--- config.mk ---
export PLATFORM = sky130hd
export DESIGN_NAME = cfldo_mode_ctrl
export DESIGN_NICKNAME = d
export VERILOG_FILES = /design/src/rtl/cfldo_pkg.sv /design/src/rtl/cfldo_tick_div.sv /design/src/rtl/cfldo_therm_ctr.sv /design/src/rtl/cfldo_seq.sv /design/src/rtl/cfldo_mode_ctrl.sv
export SDC_FILE = /design/constraint.sdc
export NUM_CORES = 1
export LEC_CHECK = 0
export BUFFER_PORTS_ARGS = -buffer_cell sky130_fd_sc_hd__buf_2
export CAP_MARGIN = 5
export CORE_ASPECT_RATIO = 1.2
export CORE_UTILIZATION = 47
export DETAILED_ROUTE_END_ITERATION = 12
export PLACE_DENSITY = 0.81
export SYNTH_ARGS = -nofsm -noshare
export SYNTH_HDL_FRONTEND = slang
export SYNTH_SLANG_ARGS = --single-unit
--- constraint.sdc ---
create_clock -name clk -period 1.8 [get_ports clk]
set_input_delay 0.18 -clock clk [delete_from_list [all_inputs] [get_ports clk]]
set_output_delay 0.18 -clock clk [all_outputs]
set_load 0.02 [all_outputs]
--- src/rtl/cfldo_pkg.sv ---
package cfldo_pkg;

    typedef enum logic [1:0] {
        MODE_FINE  = 2'd0,
        MODE_MATCH = 2'd1,
        MODE_TRACK = 2'd2
    } mode_e;

    typedef struct packed {
        mode_e mode;
        logic  raise;
    } seq_state_t;

endpackage

--- src/rtl/cfldo_tick_div.sv ---
module cfldo_tick_div #(
    parameter int SLOW_DIV = 5
) (
    input  logic clk,
    input  logic rst,
    input  logic fast_tick,
    output logic slow_tick
);
    localparam int DW = (SLOW_DIV > 1) ? $clog2(SLOW_DIV) : 1;
    localparam logic [DW-1:0] LAST = DW'(SLOW_DIV - 1);

    logic [DW-1:0] cnt_d, cnt_q;

    always_comb begin
        slow_tick = fast_tick && (cnt_q == LAST);
        cnt_d     = cnt_q;
        if (fast_tick) begin
            cnt_d = slow_tick ? '0 : cnt_q + 1'b1;
        end
        if (rst) begin
            cnt_d = '0;
        end
    end

    always_ff @(posedge clk) begin
        cnt_q <= cnt_d;
    end

    // a slow tick is always also a fast tick
    a_r6_slow_in_fast: assert property (@(posedge clk) disable iff (rst)
        slow_tick |-> fast_tick);
    // the phase counter stays below the division ratio
    a_r6_phase_range: assert property (@(posedge clk) disable iff (rst)
        cnt_q <= LAST);

endmodule

--- src/rtl/cfldo_therm_ctr.sv ---
module cfldo_therm_ctr #(
    parameter int W = 16,
    localparam int CW = $clog2(W + 1)
) (
    input  logic          clk,
    input  logic          rst,
    input  logic          step_en,
    input  logic          step_up,
    output logic [CW-1:0] count,
    output logic [W-1:0]  therm
);
    localparam logic [CW-1:0] FULL = CW'(W);
    localparam logic [CW-1:0] MID  = CW'(W / 2);

    logic [CW-1:0] count_d, count_q;

    always_comb begin
        count_d = count_q;
        if (step_en) begin
            if (step_up && count_q != FULL) begin
                count_d = count_q + 1'b1;
            end else if (!step_up && count_q != '0) begin
                count_d = count_q - 1'b1;
            end
        end
        if (rst) begin
            count_d = MID;
        end
    end

    always_ff @(posedge clk) begin
        count_q <= count_d;
    end

    assign count = count_q;

    for (genvar i = 0; i < W; i++) begin : g_therm
        assign therm[i] = (count_q > CW'(i));
    end

    // never above full scale
    a_r8_in_range: assert property (@(posedge clk) disable iff (rst)
        count_q <= FULL);
    // stepping past the top is ignored
    a_r8_top_hold: assert property (@(posedge clk) disable iff (rst)
        (step_en && step_up && count_q == FULL) |=> count_q == FULL);
    // stepping past the bottom is ignored
    a_r8_bottom_hold: assert property (@(posedge clk) disable iff (rst)
        (step_en && !step_up && count_q == '0) |=> count_q == '0);
    // no step request, no movement
    a_r2_idle_hold: assert property (@(posedge clk) disable iff (rst)
        !step_en |=> $stable(count_q));

endmodule

--- src/rtl/cfldo_seq.sv ---
module cfldo_seq
    import cfldo_pkg::*;
(
    input  logic  clk,
    input  logic  rst,
    input  logic  fast_tick,
    input  logic  slow_tick,
    input  logic  win_hi,
    input  logic  win_lo,
    input  logic  trend_up,
    output mode_e mode,
    output logic  coarse_step_en,
    output logic  coarse_step_up
);
    seq_state_t st_d, st_q;

    always_comb begin
        st_d           = st_q;
        coarse_step_en = 1'b0;
        if (fast_tick) begin
            case (st_q.mode)
                MODE_FINE: begin
                    if (win_lo) begin
                        st_d.mode  = MODE_MATCH;
                        st_d.raise = 1'b1;
                    end else if (win_hi) begin
                        st_d.mode  = MODE_MATCH;
                        st_d.raise = 1'b0;
                    end
                end
                MODE_MATCH: begin
                    if (trend_up == st_q.raise) begin
                        st_d.mode = MODE_TRACK;
                    end else begin
                        coarse_step_en = 1'b1;
                    end
                end
                MODE_TRACK: begin
                    if (!win_hi && !win_lo) begin
                        st_d.mode = MODE_FINE;
                    end else if (slow_tick) begin
                        coarse_step_en = 1'b1;
                    end
                end
                default: st_d.mode = MODE_FINE;
            endcase
        end
        if (rst) begin
            st_d.mode  = MODE_FINE;
            st_d.raise = 1'b0;
        end
    end

    always_ff @(posedge clk) begin
        st_q <= st_d;
    end

    assign mode           = st_q.mode;
    assign coarse_step_up = st_q.raise;

    // only three encodings are ever used
    a_r10_mode_legal: assert property (@(posedge clk) disable iff (rst)
        st_q.mode != 2'd3);
    // fine mode never jumps straight to tracking
    a_r3_no_skip: assert property (@(posedge clk) disable iff (rst)
        (st_q.mode == MODE_FINE) |=> (st_q.mode != MODE_TRACK));
    // mode changes only on a fast tick
    a_r3_mode_on_tick: assert property (@(posedge clk) disable iff (rst)
        !fast_tick |=> $stable(st_q.mode));
    // a reversed trend during matching leads to tracking
    a_r5_reverse: assert property (@(posedge clk) disable iff (rst)
        (st_q.mode == MODE_MATCH && fast_tick && trend_up == st_q.raise)
        |=> st_q.mode == MODE_TRACK);
    // back inside the window ends tracking
    a_r7_exit: assert property (@(posedge clk) disable iff (rst)
        (st_q.mode == MODE_TRACK && fast_tick && !win_hi && !win_lo)
        |=> st_q.mode == MODE_FINE);
    // direction is fixed while correcting
    a_r9_dir_fixed: assert property (@(posedge clk) disable iff (rst)
        (st_q.mode != MODE_FINE) |=> $stable(st_q.raise));

endmodule

--- src/rtl/cfldo_mode_ctrl.sv ---
module cfldo_mode_ctrl
    import cfldo_pkg::*;
#(
    parameter int FINE_W     = 16,
    parameter int COARSE_W   = 8,
    parameter int UNIT_RATIO = 4,
    parameter int SLOW_DIV   = 5,
    localparam int DRIVE_W   = $clog2(COARSE_W * UNIT_RATIO + FINE_W + 1)
) (
    input  logic                clk,
    input  logic                rst,
    input  logic                fast_tick,
    input  logic                cmp_done,
    input  logic                cmp_below,
    input  logic                win_hi,
    input  logic                win_lo,
    input  logic                trend_up,
    output logic [1:0]          mode,
    output logic [COARSE_W-1:0] coarse_en,
    output logic [FINE_W-1:0]   fine_en,
    output logic [DRIVE_W-1:0]  drive_units
);
    localparam int FCW = $clog2(FINE_W + 1);
    localparam int CCW = $clog2(COARSE_W + 1);

    logic           slow_tick;
    mode_e          mode_s;
    logic           c_step_en, c_step_up;
    logic           f_step_en;
    logic [FCW-1:0] fine_cnt;
    logic [CCW-1:0] coarse_cnt;

    cfldo_tick_div #(.SLOW_DIV(SLOW_DIV)) u_div (
        .clk       (clk),
        .rst       (rst),
        .fast_tick (fast_tick),
        .slow_tick (slow_tick)
    );

    cfldo_seq u_seq (
        .clk            (clk),
        .rst            (rst),
        .fast_tick      (fast_tick),
        .slow_tick      (slow_tick),
        .win_hi         (win_hi),
        .win_lo         (win_lo),
        .trend_up       (trend_up),
        .mode           (mode_s),
        .coarse_step_en (c_step_en),
        .coarse_step_up (c_step_up)
    );

    assign f_step_en = cmp_done && (mode_s == MODE_FINE);

    cfldo_therm_ctr #(.W(FINE_W)) u_fine (
        .clk     (clk),
        .rst     (rst),
        .step_en (f_step_en),
        .step_up (cmp_below),
        .count   (fine_cnt),
        .therm   (fine_en)
    );

    cfldo_therm_ctr #(.W(COARSE_W)) u_coarse (
        .clk     (clk),
        .rst     (rst),
        .step_en (c_step_en),
        .step_up (c_step_up),
        .count   (coarse_cnt),
        .therm   (coarse_en)
    );

    assign mode        = mode_s;
    assign drive_units = DRIVE_W'(coarse_cnt) * DRIVE_W'(UNIT_RATIO) + DRIVE_W'(fine_cnt);

    // fine array frozen while a coarse sub-mode is active
    a_r9_fine_frozen: assert property (@(posedge clk) disable iff (rst)
        (mode_s != MODE_FINE) |=> $stable(fine_cnt));
    // tracking moves the coarse array only on a slow tick
    a_r6_track_slow: assert property (@(posedge clk) disable iff (rst)
        (mode_s == MODE_TRACK && !slow_tick) |=> $stable(coarse_cnt));
    // coarse array moves only on fast ticks
    a_r4_coarse_on_tick: assert property (@(posedge clk) disable iff (rst)
        !fast_tick |=> $stable(coarse_cnt));
    // coarse array is idle during fine regulation
    a_r2_coarse_idle: assert property (@(posedge clk) disable iff (rst)
        (mode_s == MODE_FINE) |=> $stable(coarse_cnt));

endmodule

# ---- Yosys cells after proc, flatten, opt, wreduce, memory -nomap -nowiden
# Cells that the tools add are included.
dict set report word_totals {
  latchBits 0
  memories 0
  out_inout_bits 32
  mem_bits_ro 0
  input_bits 8
  ff_bits 15
  ramBits 0
}
dict set report classes {
  bitwise_logic 0
  div 0
  muxes 15
  n_addsub 6
  order_cmp 24
  n_eq_ne 9
  multipliers 0
  n_shift 0
  reduce_logical 21
}
# operator count
set ops {}
lappend ops {{5-bit by 4-bit greater-than comparator with 1-bit output (second input constant)} 8}
lappend ops {{5-bit by 3-bit greater-than comparator with 1-bit output (second input constant)} 4}
lappend ops {{4-bit by 3-bit greater-than comparator with 1-bit output (second input constant)} 4}
lappend ops {{5-bit by 1-bit greater-than comparator with 1-bit output (second input constant)} 2}
lappend ops {{5-bit by 2-bit greater-than comparator with 1-bit output (second input constant)} 2}
lappend ops {{5-bit 2-to-1 mux} 2}
lappend ops {{3-bit 2-to-1 mux} 3}
lappend ops {{4-bit by 1-bit greater-than comparator with 1-bit output (second input constant)} 2}
lappend ops {{4-bit by 2-bit greater-than comparator with 1-bit output (second input constant)} 2}
lappend ops {{4-bit 2-to-1 mux} 2}
lappend ops {{1-bit logical AND} 7}
lappend ops {{6-bit by 5-bit adder with 6-bit output} 1}
lappend ops {{2-bit case mux with 3 select lines} 1}
lappend ops {{2-bit nonzero test} 3}
lappend ops {{5-bit by 1-bit adder with 5-bit output (second input constant)} 1}
lappend ops {{5-bit inequality test (second input constant)} 1}
lappend ops {{5-bit nonzero test} 1}
lappend ops {{5-bit by 1-bit subtractor with 5-bit output (second input constant)} 1}
lappend ops {{4-bit by 1-bit adder with 4-bit output (second input constant)} 1}
lappend ops {{1-bit logical NOT} 4}
lappend ops {{1-bit 2-to-1 mux} 4}
lappend ops {{2-bit 2-to-1 mux} 2}
lappend ops {{2-bit by 1-bit inequality test with 1-bit output (second input constant)} 2}
lappend ops {{4-bit inequality test (second input constant)} 1}
lappend ops {{other kinds (13)} 14}

# ---- Longest topological paths before layout
# Gate-level depths: netlist of the first run.
dict set report logic_depth {
  word_depth 7
  ltp_mapped 7
  ltp_nobuf 6
}

# ---- By module
# Synthesis of the first run repeated with hierarchy kept, for this count alone.
dict set report unflattened {
  hier_cells 174
  area_unflattened_um2 1413.9
}
# module n_inst area_each_um2 seq_area_each_um2 cells_each
set modules_own_cells {}
lappend modules_own_cells {{cfldo_therm_ctr at u_fine} 1 544.3 100.1 74}
lappend modules_own_cells {{cfldo_therm_ctr at u_coarse} 1 381.6 80.1 48}
lappend modules_own_cells {cfldo_seq 1 227.7 60.1 25}
lappend modules_own_cells {cfldo_tick_div 1 161.4 60.1 18}
lappend modules_own_cells {cfldo_mode_ctrl 1 98.8 0.0 9}

# ---- Worst setup path after synthesis of the first run
# No wires, ideal clock.
dict set report synth_timing {
  path_type {register to output}
  from {register u_fine.count_q[0], in the netlist u_fine.count[0]}
  to {output fine_en[15]}
  required_time_ps 1620
  path_stages_with_launch 5
  arrival_time_ps 1716
  path_slack_ps -96
  cell_sequence {dfxtp_1 -> clkbuf_1 -> nand2_1 -> o31ai_1 -> nor2b_1}
}
dict set report synth_between {
  elab_chain_len 1
}
# item line_no
set synth_lines {}
lappend synth_lines {{start: declaration} cfldo_therm_ctr.sv:15} ;# logic [CW-1:0] count_d, count_q;
lappend synth_lines {{start signal: assignment} cfldo_therm_ctr.sv:32} ;# count_q <= count_d;
lappend synth_lines {{5-bit by 4-bit greater-than comparator with 1-bit output} cfldo_therm_ctr.sv:38} ;# assign therm[i] = (count_q > CW'(i));
lappend synth_lines {{end: declaration} cfldo_mode_ctrl.sv:20} ;# output logic [FINE_W-1:0] fine_en,
# Every way passes these cells.

# ---- Final worst setup path of the first run
dict set report layout_timing {
  from {register u_coarse.count_q[1], in the netlist u_coarse.count[1]}
  to {output drive_units[5]}
}
dict set report layout_between {
  elab_chain_len 1
}
# item line_no
set layout_lines {}
lappend layout_lines {{start: declaration} cfldo_therm_ctr.sv:15}
lappend layout_lines {{start signal: assignment} cfldo_therm_ctr.sv:32}
lappend layout_lines {{6-bit by 5-bit adder with 6-bit output} cfldo_mode_ctrl.sv:74} ;# assign drive_units = DRIVE_W'(coarse_cnt) * DRIVE_W'(UNIT_RATIO) + DRIVE_W'(fine_cnt);
lappend layout_lines {{end: declaration} cfldo_mode_ctrl.sv:21} ;# output logic [DRIVE_W-1:0] drive_units
# Every way passes these cells.

==> results.toml, run 1 <==
[route]
via_count = 1500
drt_iter0_drc = 22
routed_wl_um = 3400
avgRoutedWirePerCell_um = 12.6
drc = 0
ant_nets = 0
via_per_inst = 5.58
first_pass_iters = 4

[finish]
fin_nets = 263
mostFrequentLayoutCells = "buf_2 (36), nand2_1 (18), ha_1 (17)"
final_common_cell = "buf_2"
drive_gt1_share_pct = 33.6
diodes = 0
layoutNonFillerInstCount = 269
area_delta_synth_final_pct = 25.2
finalInstanceArea_um2 = 1830

[yosys]
synth_ff_type = "dfxtp_1"
syn_area_um2 = 1460
synth_cell_types = 48
synth-warning-count = 0
syn-num-nets = 218
synth_cells = 191
yosysSeqAreaShare_pct = 20.5
avgSynthCellArea_um2 = 7.65
ys_ff_latch = 15
synthArstFlopShare_pct = 0
synth_edf_count = 0

[global_routing]
grt_util_all_layers_pct = 21.0
top_usage_layer = "met2"
grt_util_met2_pct = 34.5
grt_pass1_wl_um = 5450
overflow = 0
grt_max_degree = 20
use_met3_pct = 3.38
antenna_found_initial = 0
met1_usage_pct = 26.4
grt_pass1_vias = 1296

[placement]
place.gp.congestion = 0.894
pre_cts_ws_ns = 0.0502
dp_hpwl_um = 2580
placedCellCount = 262
port_buffers = 39
placed_area_um2 = 1710

[outcome]
status = "complete, no violations"

[job]
maxCapViolCount = 0

[power]
total_leakage_power_nw = 0.843
ir_worst_vdd_mv = 0.506
powerDensity_nw_per_um2 = 690
p_total_mw = 1.26

[cts]
clock_path_buffers = 2
cts_inserted_buffers = 3
htreeDepth = 1
cts_sinks = 15
cts_tree = "done"
clkLatencyLatePin_ns = 0.29
postCtsHoldBufs = 0
root_buffer = "clkbuf_4"
path_clk_slew_ns = 0.10

[floorplanning]
initial_core_util_pct = 51.0
coreArea_um2 = 2860
rows = 21
die_w_um = 52.9
pin_count = 40
die_area_um2 = 3340
die_h_um = 63.1

[setup_path]
cp_max_fo = 4
critical_path_class = "flop to output pin"
end_kind = "output pin"
crit_path_start_kind = "flop"
critical_path_required_ns = 1.62
arrival_ns = 1.57

[timing]
skew_ns = 0.0107
tightest_slew_ns = 0.369
rsz0062_at_grt = "yes"
holdWs_ns = 0.209
finalHoldViolations = 0
max_freq_mhz = 572
post-route-min-period_ns = 1.75
fin_crit_sh_pct = 97.1
setup_ws_ns = 0.0515
timing.slew.headroom_pct = 75.2
timing.final.max_slew_violations = 0
setup_violations = 0

[worst_hold_path]
hp-class = "input pin to flop"
## power by group
| part | leakage (nW) | internal, mW | switching, mW |
|---|---|---|---|
| Sequential | 0.124 | 0.365 | 0.0375 |
| Clock | 0.0177 | 0.0827 | 0.115 |
| Combinational | 0.701 | 0.259 | 0.403 |
## layout make-up
cell class              instances  area (um2)
clock buffers                   3        22.5
multi-input cells             145        1070
inverters                      19        75.1
clock inverters                 1        5.00
well taps                      34        42.5
fillers                       255        1030
flip-flops and latches         15         310
repair buffers                 52         308
## Yosys cell counts, types with 2 or more instances
cell type	instances	share of area [%]
inv_1	18	4.6
a21oi_1	10	3.4
dfxtp_1	15	21
buf_4	2	1.0
nand4_1	4	1.7
buf_6	2	1.5
clkbuf_1	4	1.0
mux2i_1	3	2.1
ha_1	18	15
nor2_1	17	4.4
a31oi_1	3	1.3
o31ai_1	2	1.0
nand3b_1	2	1.0
o21ai_0	16	5.5
a211oi_1	2	1.0
a21o_1	3	1.5
xnor2_1	5	3.0
xor2_1	2	1.2
nand2_1	18	4.6
nor2b_1	2	0.86
and3_1	2	0.86
buf_2	4	1.4
nor3_1	2	0.68
nand2b_1	3	1.3
nand3_1	7	2.4
a31o_2	3	1.8
## metal layers
metal,vias to the layer above,part of all wire (%)
met5,-,0
met4,0,1.9
met3,7,5.4
met2,53,49
met1,683,44
li1,757,-
## cell families after synthesis
kind of cell	after synthesis	synth area share, %
and+or+nand+nor	63	21.7
DFF	15	20.5
xor gates and xnor gates	7	4.20
AOI/OAI and AO/OA	52	23.9
muxes	4	3.08
adders and majority gates	19	16.8
buffers and inverters	31	9.84
## final timing paths
kind | startpoint | to | slack [ns] | cells past startpoint
worst min-delay path | win_lo | u_seq.coarse_step_up$_SDFFE_PP0P_ | 0.21 | 3
worst min register to register | u_div.cnt_q[0]$_SDFFE_PP0P_ | u_div.cnt_q[0]$_SDFFE_PP0P_ | 0.49 | 2
worst max register to register | u_coarse.count[1]$_SDFFE_PP0P_ | u_coarse.count[3]$_SDFFE_PP0P_ | 0.14 | 6
worst max-delay path | u_coarse.count[1]$_SDFFE_PP0P_ | drive_units[5] | 0.05 | 6
## critical path, stage by stage (launching register included)
cell	delay, ns
dfxtp_2	0.34
buf_6	0.12
ha_4	0.20
a21o_1	0.18
a21oi_2	0.14
xnor2_1	0.13
buf_4	0.16
## registers in the layout (all words and copies together), names as in the netlist
signal / cells
u_fine.count: 5
u_coarse.count: 4
u_div.cnt_q: 3
u_seq.coarse_step_up: 1
u_seq.mode: 2
## stage by stage
stage          utilization (%)  TNS, ns
3_5_place_dp              59.6        0
3_3_place_gp              59.6        0
6_report                  63.9        0
5_1_grt                   63.9  -0.0280
4_1_cts                   60.9  -0.0288
2_1_floorplan                -        0
## what timing repair did
action	CTS	global route
setup buffers	0	3
pin swaps	3	3
setup endpoints to repair	3	7
resized for setup	5	17
(Power assumes the default switching activity.)
==> inputs of run 2 (changes only) <==
Settings changed: CORE_UTILIZATION 47 to 52, PLACE_DENSITY 0.81 to 0.84.
Clock period 1.8 ns to 1.7 ns, I/O delays scaled along.
==> run 2 against run 1 <==
The run now ends with setup timing left. Cell area is 9.7% higher. Utilization is 13 points higher. Sequential power is 8.0% higher. Global-route usage is 3.3 points higher. Die area is 9.3% lower. Clock-buffer cell count is 1 higher. Sequential share of layout area is 1.3 points lower. Highest routed layer unchanged. Routed wire length is 14% higher. Critical endpoint is now drive_units[3].
==> results.toml, run 2 (synthesized netlist as in run 1, its figures left out) <==
[cts]
path_clk_slew_ns = 0.09
htreeDepth = 1
clock_path_buffers = 2
cts_sinks = 15
root_buffer = "clkbuf_4"
cts_tree = "done"
cts_inserted_buffers = 3
postCtsHoldBufs = 0
clkLatencyLatePin_ns = 0.29

[setup_path]
cp_cell_sequence = "buf_6, inv_4, buf_6, fa_2, inv_2, buf_6"
rrSetupSlack_ns = 0.03
critical-path-max-stage-delay_ns = 0.53
rr_startpoint = "u_coarse.count[1]$_SDFFE_PP0P_"
cp_max_fo = 5
crit_path_start_kind = "flop"
cp_common_cell = "buf_6"
r2r-end = "u_coarse.count[3]$_SDFFE_PP0P_"
arrival_ns = 1.59
crit_family = "adder cells"
end_kind = "output pin"
critical_path_class = "flop to output pin"
critPathBufInv = 5
slowest_stage = "fa_2"
worstRegToRegCells = 7
critical_path_required_ns = 1.53

[placement]
place.gp.congestion = 0.883
port_buffers = 39
placed_area_um2 = 1720
dp_hpwl_um = 2530
pre_cts_ws_ns = 0.0995

[job]
maxCapViolCount = 0

[global_routing]
grt_pass1_wl_um = 5730
antenna_found_initial = 0
grt_pass1_vias = 1327
grt_util_all_layers_pct = 24.3
grt_max_degree = 20
overflow = 0

[finish]
fillCellCount = 196
diodes = 0
area_delta_synth_final_pct = 37.3
final_common_cell = "buf_2"
drive_gt1_share_pct = 42.0
largest_reg_flops = 5
regArea_um2 = 315
final_core_util_pct = 77.1
mostFrequentLayoutCells = "buf_2 (31), buf_4 (22), nand2_1 (18), nor2_1 (15), o21ai_0 (15)"
finalInstanceArea_um2 = 2010
multi_input_area_um2 = 1130
fin_nets = 271

[route]
routed_wl_um = 3890
via_per_inst = 5.75
avgRoutedWirePerCell_um = 14.1
ant_nets = 0
drt_iter0_drc = 60
first_pass_iters = 4
drc = 0
via_count = 1588

[floorplanning]
initial_core_util_pct = 56.2
pin_count = 40
die_w_um = 50.4
die_h_um = 60.1
die_area_um2 = 3030
rows = 20
coreArea_um2 = 2600

[power]
ir_worst_vdd_mv = 0.615
p_switching_uw = 645
power.internal_uw = 854
p_sw_share_pct = 43.0
pwr-share-seq_pct = 28.9
combPwrFrac_pct = 57.2
powerDensity_nw_per_um2 = 747
total_leakage_power_nw = 0.902
p_clk_share_pct = 13.9
p_total_mw = 1.50

[timing]
fin_setup_tns_ns = -0.137
setup_ws_ns = -0.0637
fin_crit_sh_pct = 104
max_freq_mhz = 567
tightest_slew_ns = 0.383
rsz0062_at_grt = "yes"
timing.slew.headroom_pct = 74.4
skew_ns = 0.00702
post-route-min-period_ns = 1.76
finalHoldViolations = 0
timing.final.max_slew_violations = 0
setup_violations = 3

[worst_hold_path]
hp-class = "input pin to flop"
hp-start = "win_lo"
min_path_cells = 3
holdPathEnd = "u_seq.coarse_step_up$_SDFFE_PP0P_"

[outcome]
status = "complete, but fails checks"
violations = "setup timing"
==> run 2: worst min-delay path: cells and delay by family <==
kind	cells	cell delay (ns)
buf+inv	1	0.10
compound gates	1	0.07
simple gates	1	0.07
==> run 2: worst max-delay path by stage <==
stage | startpoint | end | slack (ns) | cells past startpoint
2_1_floorplan | u_coarse.count[0]$_SDFFE_PP0P_ | u_coarse.count[3]$_SDFFE_PP0P_ | 0.03 | 6
3_3_place_gp | u_seq.mode[1]$_SDFFE_PP0P_ | u_coarse.count[3]$_SDFFE_PP0P_ | 0.12 | 5
3_5_place_dp | u_seq.mode[0]$_SDFFE_PP0P_ | u_coarse.count[3]$_SDFFE_PP0P_ | 0.1 | 6
4_1_cts | u_coarse.count[0]$_SDFFE_PP0P_ | drive_units[4] | -0.03 | 6
5_1_grt | u_coarse.count[1]$_SDFFE_PP0P_ | drive_units[3] | -0.10 | 6
6_report | u_coarse.count[1]$_SDFFE_PP0P_ | drive_units[3] | -0.06 | 6
==> run 2: timing repair <==
action                                  CTS  global route
endpoints found under the setup margin    8            17
cloned                                    0             1
buffers inserted                          5             3
resized for setup                        22            31
pin swaps                                 6             8
==> run 2: final cells by class <==
cell class / instances / share of cell area, %
clock buffers: 4 / 1.31
inverters: 19 / 3.87
multi-input cells: 145 / 56.3
flip-flops and latches: 15 / 15.7
well taps: 33 / 2.06
repair buffers: 60 / 20.8
==> run 2: per-layer routing <==
layer,global-route usage [%],vias to the layer above,part of all wire (%)
li1,-,777,-
met1,30.9,732,42
met2,42.7,75,52
met3,3.05,4,5.6
met4,7.54,0,0.75
met5,0,-,0
==> run 2: power groups by stage <==
stage / registers [mW] / clock network (mW) / logic, mW
CTS: 0.423 / 0.213 / 0.706
detailed placement: 0.424 / 0 / 0.662
global route: 0.441 / 0.228 / 0.914
finish: 0.434 / 0.208 / 0.858
global placement: 0.421 / 0 / 0.650
floorplan: 0.423 / 0 / 0.478
==> run 2: through the flow <==
step	instances	hold slack, ns
6_report	276	0.161
5_1_grt	276	0.165
4_1_cts	272	0.159
3_5_place_dp	263	0.459
3_3_place_gp	263	0.449
2_1_floorplan	191	0.322
